**src/rtl/fga_pkg.sv**
```systemverilog
// Shared constants and types of the flat/global address router.
// Assumes a 64-bit lane address space and 32-bit scalar operands.
package fga_pkg;
    localparam int ADDR_W   = 64;
    localparam int NARROW_W = 32;
    localparam int SEL_W    = 7;
    localparam int SEG_W    = 2;

    // Selector value that means "no scalar base, use full-width lane address".
    localparam logic [SEL_W-1:0] SEL_NO_BASE = 7'h7F;

    // Resolved segment codes; the two remaining codes are unsupported.
    localparam logic [SEG_W-1:0] SEG_GLOBAL = 2'd0;
    localparam logic [SEG_W-1:0] SEG_GROUP  = 2'd1;

    typedef enum logic {
        PIPE_GLOBAL = 1'b0,
        PIPE_LOCAL  = 1'b1
    } pipe_e;

    // Per-instruction context captured on the start pulse.
    typedef struct packed {
        logic                flat;
        logic [SEL_W-1:0]    sel;
        logic [NARROW_W-1:0] sbase;
        logic [NARROW_W-1:0] offset;
    } ctx_t;
endpackage

```
**src/rtl/fga_addr_calc.sv**
```systemverilog
// Combinational address generator for one lane.
// Assumes the caller has already decided between full-width and narrow
// (base-plus-offset, truncated) addressing through wide_en_i.
module fga_addr_calc
    import fga_pkg::*;
#(
    parameter int AW = ADDR_W,
    parameter int NW = NARROW_W
) (
    input  logic          wide_en_i,
    input  logic [AW-1:0] lane_addr_i,
    input  logic [NW-1:0] sbase_i,
    input  logic [NW-1:0] offset_i,
    output logic [AW-1:0] addr_o
);
    localparam int PAD_W = AW - NW;

    logic [AW-1:0] wide_sum;
    logic [NW-1:0] narrow_sum;
    logic [AW-1:0] narrow_ext;

    // Full-width form: lane address plus zero-extended offset.
    always_comb begin
        wide_sum = lane_addr_i + {{PAD_W{1'b0}}, offset_i};
    end

    // Narrow form: low lane bits plus base plus offset, wrapping at NW bits.
    always_comb begin
        narrow_sum = lane_addr_i[NW-1:0] + sbase_i + offset_i;
    end

    // Zero-extend the narrow form to the output width.
    generate
        if (PAD_W > 0) begin : g_pad
            always_comb narrow_ext = {{PAD_W{1'b0}}, narrow_sum};
        end else begin : g_nopad
            always_comb narrow_ext = narrow_sum[AW-1:0];
        end
    endgenerate

    // Select the addressing form.
    always_comb begin
        addr_o = wide_en_i ? wide_sum : narrow_ext;
    end
endmodule

```
**src/rtl/fga_route.sv**
```systemverilog
// Combinational pipe selection for one lane.
// Assumes the segment code has been resolved upstream; global
// instructions ignore it entirely.
module fga_route
    import fga_pkg::*;
(
    input  logic             flat_i,
    input  logic [SEG_W-1:0] seg_i,
    output pipe_e            pipe_o,
    output logic             bad_o
);
    // Decode the target pipe and flag unsupported flat segments.
    always_comb begin
        pipe_o = PIPE_GLOBAL;
        bad_o  = 1'b0;
        if (flat_i) begin
            unique case (seg_i)
                SEG_GLOBAL: pipe_o = PIPE_GLOBAL;
                SEG_GROUP:  pipe_o = PIPE_LOCAL;
                default:    bad_o  = 1'b1;
            endcase
        end
    end
endmodule

```
**src/rtl/fga_lane_seq.sv**
```systemverilog
// Lane sequencer: captures the execution mask on start, numbers the
// lanes as they arrive and decides which of them are accepted and active.
// Assumes lanes arrive in ascending order, at most one per cycle.
module fga_lane_seq #(
    parameter int NUM_LANES = 64
) (
    input  logic                 clk,
    input  logic                 rst_n,
    input  logic                 start_i,
    input  logic [NUM_LANES-1:0] mask_i,
    input  logic                 lane_valid_i,
    output logic                 active_o,
    output logic [$clog2(NUM_LANES)-1:0] idx_o
);
    localparam int LANE_W = $clog2(NUM_LANES);
    localparam int CNT_W  = LANE_W + 1;
    localparam logic [CNT_W-1:0] CNT_END = CNT_W'(NUM_LANES);

    logic [CNT_W-1:0]     cnt_q;
    logic [NUM_LANES-1:0] mask_q;
    logic                 accept;

    // A lane is taken when not in a start cycle and lanes remain.
    always_comb begin
        accept   = lane_valid_i && !start_i && (cnt_q < CNT_END);
        idx_o    = cnt_q[LANE_W-1:0];
        active_o = accept && mask_q[idx_o];
    end

    // Lane counter: rewinds on start, advances on every accepted lane.
    always_ff @(posedge clk) begin
        if (!rst_n) begin
            cnt_q <= CNT_END;
        end else if (start_i) begin
            cnt_q <= '0;
        end else if (accept) begin
            cnt_q <= cnt_q + 1'b1;
        end
    end

    // Execution-mask capture for the current instruction.
    always_ff @(posedge clk) begin
        if (!rst_n) begin
            mask_q <= '0;
        end else if (start_i) begin
            mask_q <= mask_i;
        end
    end

    p_cnt_bound_r11: assert property (@(posedge clk) disable iff (!rst_n)
        cnt_q <= CNT_END)
        else $error("lane counter beyond lane count");

    p_start_rewind_r11: assert property (@(posedge clk) disable iff (!rst_n)
        start_i |=> (cnt_q == '0))
        else $error("start did not rewind lane counter");
endmodule

```
**src/rtl/fga_unit.sv**
```systemverilog
// Flat/global address router top. Captures instruction context on start,
// then for each presented lane computes its address and target pipe and
// registers the result with one cycle of latency. Unsupported flat
// segments set a sticky error that only a start pulse clears.
// Assumes the segment decode upstream and the memory pipes downstream.
module fga_unit
    import fga_pkg::*;
#(
    parameter int NUM_LANES = 64
) (
    input  logic                         clk,
    input  logic                         rst_n,
    input  logic                         start_i,
    input  logic                         mode_flat_i,
    input  logic [SEL_W-1:0]             sel_i,
    input  logic [NARROW_W-1:0]          sbase_i,
    input  logic [NARROW_W-1:0]          offset_i,
    input  logic [NUM_LANES-1:0]         exec_mask_i,
    input  logic                         lane_valid_i,
    input  logic [ADDR_W-1:0]            lane_addr_i,
    input  logic [SEG_W-1:0]             lane_seg_i,
    output logic                         out_valid_o,
    output logic [$clog2(NUM_LANES)-1:0] out_lane_o,
    output logic [ADDR_W-1:0]            out_addr_o,
    output logic                         out_pipe_o,
    output logic                         err_o
);
    localparam int LANE_W = $clog2(NUM_LANES);

    ctx_t              ctx_q;
    logic              wide_en;
    logic              lane_active;
    logic [LANE_W-1:0] lane_idx;
    logic [ADDR_W-1:0] lane_addr_calc;
    pipe_e             lane_pipe;
    logic              lane_bad;

    // Instruction context capture on start.
    always_ff @(posedge clk) begin
        if (!rst_n) begin
            ctx_q <= '0;
        end else if (start_i) begin
            ctx_q.flat   <= mode_flat_i;
            ctx_q.sel    <= sel_i;
            ctx_q.sbase  <= sbase_i;
            ctx_q.offset <= offset_i;
        end
    end

    // Flat always uses full width; global only with the reserved selector.
    always_comb begin
        wide_en = ctx_q.flat || (ctx_q.sel == SEL_NO_BASE);
    end

    fga_lane_seq #(.NUM_LANES(NUM_LANES)) u_seq (
        .clk          (clk),
        .rst_n        (rst_n),
        .start_i      (start_i),
        .mask_i       (exec_mask_i),
        .lane_valid_i (lane_valid_i),
        .active_o     (lane_active),
        .idx_o        (lane_idx)
    );

    fga_addr_calc #(.AW(ADDR_W), .NW(NARROW_W)) u_addr (
        .wide_en_i   (wide_en),
        .lane_addr_i (lane_addr_i),
        .sbase_i     (ctx_q.sbase),
        .offset_i    (ctx_q.offset),
        .addr_o      (lane_addr_calc)
    );

    fga_route u_route (
        .flat_i (ctx_q.flat),
        .seg_i  (lane_seg_i),
        .pipe_o (lane_pipe),
        .bad_o  (lane_bad)
    );

    // Output valid: an active lane with a supported route; start squashes.
    always_ff @(posedge clk) begin
        if (!rst_n) begin
            out_valid_o <= 1'b0;
        end else begin
            out_valid_o <= lane_active && !lane_bad && !start_i;
        end
    end

    // Output payload, loaded only for active lanes.
    always_ff @(posedge clk) begin
        if (!rst_n) begin
            out_lane_o <= '0;
            out_addr_o <= '0;
            out_pipe_o <= 1'b0;
        end else if (lane_active) begin
            out_lane_o <= lane_idx;
            out_addr_o <= lane_addr_calc;
            out_pipe_o <= lane_pipe;
        end
    end

    // Sticky error: set by an active unsupported lane, cleared by start.
    always_ff @(posedge clk) begin
        if (!rst_n) begin
            err_o <= 1'b0;
        end else if (start_i) begin
            err_o <= 1'b0;
        end else if (lane_active && lane_bad) begin
            err_o <= 1'b1;
        end
    end

    p_err_clear_r8: assert property (@(posedge clk) disable iff (!rst_n)
        start_i |=> !err_o)
        else $error("error not cleared by start");

    p_err_hold_r8: assert property (@(posedge clk) disable iff (!rst_n)
        (err_o && !start_i) |=> err_o)
        else $error("error dropped without start");

    p_out_follows_lane_r10: assert property (@(posedge clk) disable iff (!rst_n)
        out_valid_o |-> $past(lane_valid_i))
        else $error("output without a lane presented one cycle earlier");

    p_local_is_flat_r6: assert property (@(posedge clk) disable iff (!rst_n)
        (out_valid_o && out_pipe_o == PIPE_LOCAL) |-> ctx_q.flat)
        else $error("global instruction routed to local pipe");

    p_narrow_upper_r4: assert property (@(posedge clk) disable iff (!rst_n)
        (out_valid_o && !ctx_q.flat && ctx_q.sel != SEL_NO_BASE)
            |-> (out_addr_o[ADDR_W-1:NARROW_W] == '0))
        else $error("narrow address has upper bits set");
endmodule

```
**config.mk**
```make
export PLATFORM = sky130hd
export DESIGN_NAME = fga_unit
export DESIGN_NICKNAME = d
export VERILOG_FILES = /design/src/rtl/fga_pkg.sv /design/src/rtl/fga_addr_calc.sv /design/src/rtl/fga_route.sv /design/src/rtl/fga_lane_seq.sv /design/src/rtl/fga_unit.sv
export SDC_FILE = /design/constraint.sdc
export NUM_CORES = 1
export LEC_CHECK = 0
export ABC_AREA = 1
export BUFFER_PORTS_ARGS = -buffer_cell sky130_fd_sc_hd__buf_4
export CORE_ASPECT_RATIO = 0.8
export CORE_UTILIZATION = 25
export DETAILED_ROUTE_END_ITERATION = 7
export MAX_ROUTING_LAYER = met4
export SLEW_MARGIN = 10
export SYNTH_ARGS = -nofsm -noshare
export SYNTH_HDL_FRONTEND = slang
export SYNTH_SLANG_ARGS = --single-unit
```
**constraint.sdc**
```tcl
create_clock -name clk -period 3.23 [get_ports clk]
set_input_delay 0.646 -clock clk [delete_from_list [all_inputs] [get_ports clk]]
set_output_delay 0.646 -clock clk [all_outputs]
set_load 0.1 [all_outputs]
```
==> results.txt <==
Clock Skew: 0.0165 ns
Slew Limit Headroom: 40.3%
Post-synth EDFFs: 0
Startpoint types: register
Number of port buffers: 278
Synth top area share: 29.3%
Final Hold Violating Endpoints: 0
Synth top area cells: dfxtp_1 29%, nand2_1 15%, nor2_1 11%
Worst path top cell family by delay: simple AND/OR/NAND/NOR gates
First-pass GRT wire length: 89600 um
Final period utilization: 88.4%
Status: complete, no violations
Vias in the first global route: 15100
Total die area: 0.0600 mm^2
Min setup slack post-route: 0.374 ns
Area delta synth->final: 28.3%
Worst path most repeated cell: nand2_1
Clock buffer depth: 3
Min Tclk post-route: 2.86 ns
CTS clock-pin slew for the worst setup and hold paths: 0.06 ns
Max IR drop VDD: 440 uV
#FFs+latches synth: 216
Skew-Pair Late Insertion Delay: 0.57 ns
Drt via density: 4.69
Total core area: 0.0582 mm^2
Fmax: 0.350 GHz
Final ANT Viol Nets: 0
Non-filler instance count after layout: 3468
Num CTS Buffers: 28
Post-synthesis adder-cell area fraction: 9.82%
Main combinational cell family by area after synthesis: simple AND/OR/NAND/NOR gates
CP max FO: 4
Kind of end point of the critical path: register
Mapped Avg Cell Area: 6.19 um^2
Sequential area share after synthesis: 29.3%
Final setup fails: 0
Synth Area in XOR/XNOR: 1.19%
Mapped Area: 0.0148 mm^2
Fillers: 6429
Clock Sinks: 216
Max-cap violation count: 0
Syn_nets: 2688
Share of cells above drive strength 1: 14.9%
Io pins: 279
Initial antenna violation count: 7
Slew @ Worst Pin: 0.896 ns
Setup WS pre-CTS: -0.0329 ns
DRT Wirelength: 58800 um
Post-DP HPWL: 47000 um
GRT Residual Overflow: 0
CP max stage delay: 0.39 ns
Critical Path, Cell by Cell: inv_1 > fa_1 > inv_1 > ha_1 > fa_1 > nand3_1 > nand2_1 > inv_1 > o21ai_0 > nand3_1 > nand2_1 > nand2_1 > nand2_1 > nand2_1 > nand3_1 > nand2_1 > nor2_1 > nor2_1
Largest net degree at the start of global routing: 92
Hold buffers post-CTS: 0
DR WL/cell: 17.0 um
CP arrival: 3.31 ns
Fin nets: 2972
Crit path kind: reg -> reg
RSZ-0062 raised after global routing: no
H-Tree Depth: 1
Async S/R FF share, synth: 0%
CP max-delay cell: fa_1
Die Ht: 219 um
Vias post-DR: 16200
Hold Crit Class: in -> reg
Synth cell types: 35
CTS tree: done
Power Density: 455 mW/mm^2
DRC: 0
Total track usage: 19.9%
Synth Area in Compound Gates: 15.4%
Post-synthesis mux area share: 0%
Most common flop cell mapped by yosys: dfxtp_1
Placer congestion estimate: 0.981
Biggest area consumer among synthesized cells: dfxtp_1
Worst Hold Slack: 0.293 ns
Post-Place Cells: 3409
First-pass DRT Iterations: 5
Synth Instances: 2386
Slew Viols, Final: 0
Postcts setup bufs: 0
Top cells by count, synth: 582 x nand2_1, 440 x nor2_1, 255 x inv_1
Total number of yosys warnings: 0
WP data required: 3.69 ns
LEAKAGE: 9.03 nW
Starting DRT DRC Count: 1458
Row count: 79
Starting Density: 25.4%
Most common cell in the netlist: nand2_1
Cts repair resizes: 0
Simple-gate share of the synthesized area: 34.9%
Root Driver: clkbuf_16
CP Buf/Inv Count: 3
Die Wd: 274 um
==> per-layer routing <==
| layer | GRT usage [%] | share of wire (%) | up-vias | routed length (um) |
|---|---|---|---|---|
| li1 | - | - | 8252 | - |
| met1 | 28.0 | 47 | 7423 | 27900 |
| met2 | 29.1 | 43 | 517 | 25100 |
| met3 | 3.90 | 8.0 | 57 | 4730 |
| met4 | 4.45 | 1.9 | 0 | 1100 |
| met5 | - | 0 | - | 0 |
==> cell usage in the layout (no fill, tap or decap), types with 2 or more instances in the layout <==
master,synthesis,layout
inv_2,3,3
o21a_1,5,5
o21ai_0,217,217
bufinv_16,0,3
nand3_1,154,154
nor4_1,2,2
xor2_1,17,17
clkbuf_8,0,6
o21ai_1,21,21
clkbuf_16,0,29
inv_4,1,2
xnor2_1,3,3
nand3b_1,21,21
diode_2,0,7
a21o_1,2,2
buf_4,13,335
dfxtp_1,216,216
and2_1,2,2
nor3_1,31,31
nand2_1,582,582
clkinvlp_4,0,2
nor3b_1,2,2
a21oi_1,189,188
nand4_1,17,17
clkbuf_1,59,4
and3_1,4,4
o211ai_1,5,5
inv_6,0,2
or2_2,6,6
fa_1,33,33
ha_1,63,63
buf_12,0,4
o21bai_1,7,7
inv_1,255,254
clkinv_4,0,2
nor2_1,440,440
clkinv_2,0,3
==> state kept, by name, indices dropped and copies added (netlist names) <==
name	cells
ctx_q	72
out_addr_o	64
u_seq.mask_q	64
u_seq.cnt_q	7
out_lane_o	6
err_o	1
out_pipe_o	1
out_valid_o	1
==> per-stage QoR <==
step	power [mW]	TNS, ns	area, um^2	utilization [%]
final	8.62	0	18900	32.5
after global routing	9.08	0	18900	32.5
after CTS	8.65	0	18900	32.5
after detailed placement	5.26	-0.0539	17900	30.8
after global placement	5.26	0	17900	30.8
after floorplan	4.34	0	14800	-
==> where the power goes <==
group          switching, mW  total (mW)  internal [mW]
clock network           1.34        3.37           2.03
logic                   1.50        2.36          0.860
registers             0.0888        2.89           2.80
total                   2.93        8.62           5.69
==> path summary, 6_finish.rpt <==
kind	start	to	slack, ns	depth (start not counted)
min reg2reg	u_seq.mask_q[21]	u_seq.mask_q[21]	0.46	2
max	ctx_q[0]	out_addr_o[31]	0.37	18
max reg2reg	ctx_q[0]	out_addr_o[31]	0.37	18
min	offset_i[17]	ctx_q[17]	0.29	3
==> cell type report <==
cell class              count  area (um^2)  share of cell area, %
diodes                      7         17.5                 0.0925
clock buffers              39          823                   4.35
clock inverters            13          166                  0.879
inverters                 260          981                   5.18
multi-input cells        1825         9060                   47.9
flip-flops and latches    216         4320                   22.8
well taps                 769          962                   5.08
repair buffers            339         2590                   13.7
==> logic make-up (layout without fill, tap and decap cells) <==
kind of cell               Yosys count  count (layout)
xor gates and xnor gates            20              20
buffers and inverters              345             651
AOI/OAI and AO/OA                  446             446
adders and majority gates           96              96
other                                0               7
DFF                                216             216
and+or+nand+nor                   1263            1263
==> worst min-delay path: cells and delay by family <==
family / cells / cell delay, ns
simple gates: 2 / 0.11
buf+inv: 1 / 0.08
(Power assumes the default switching activity.)
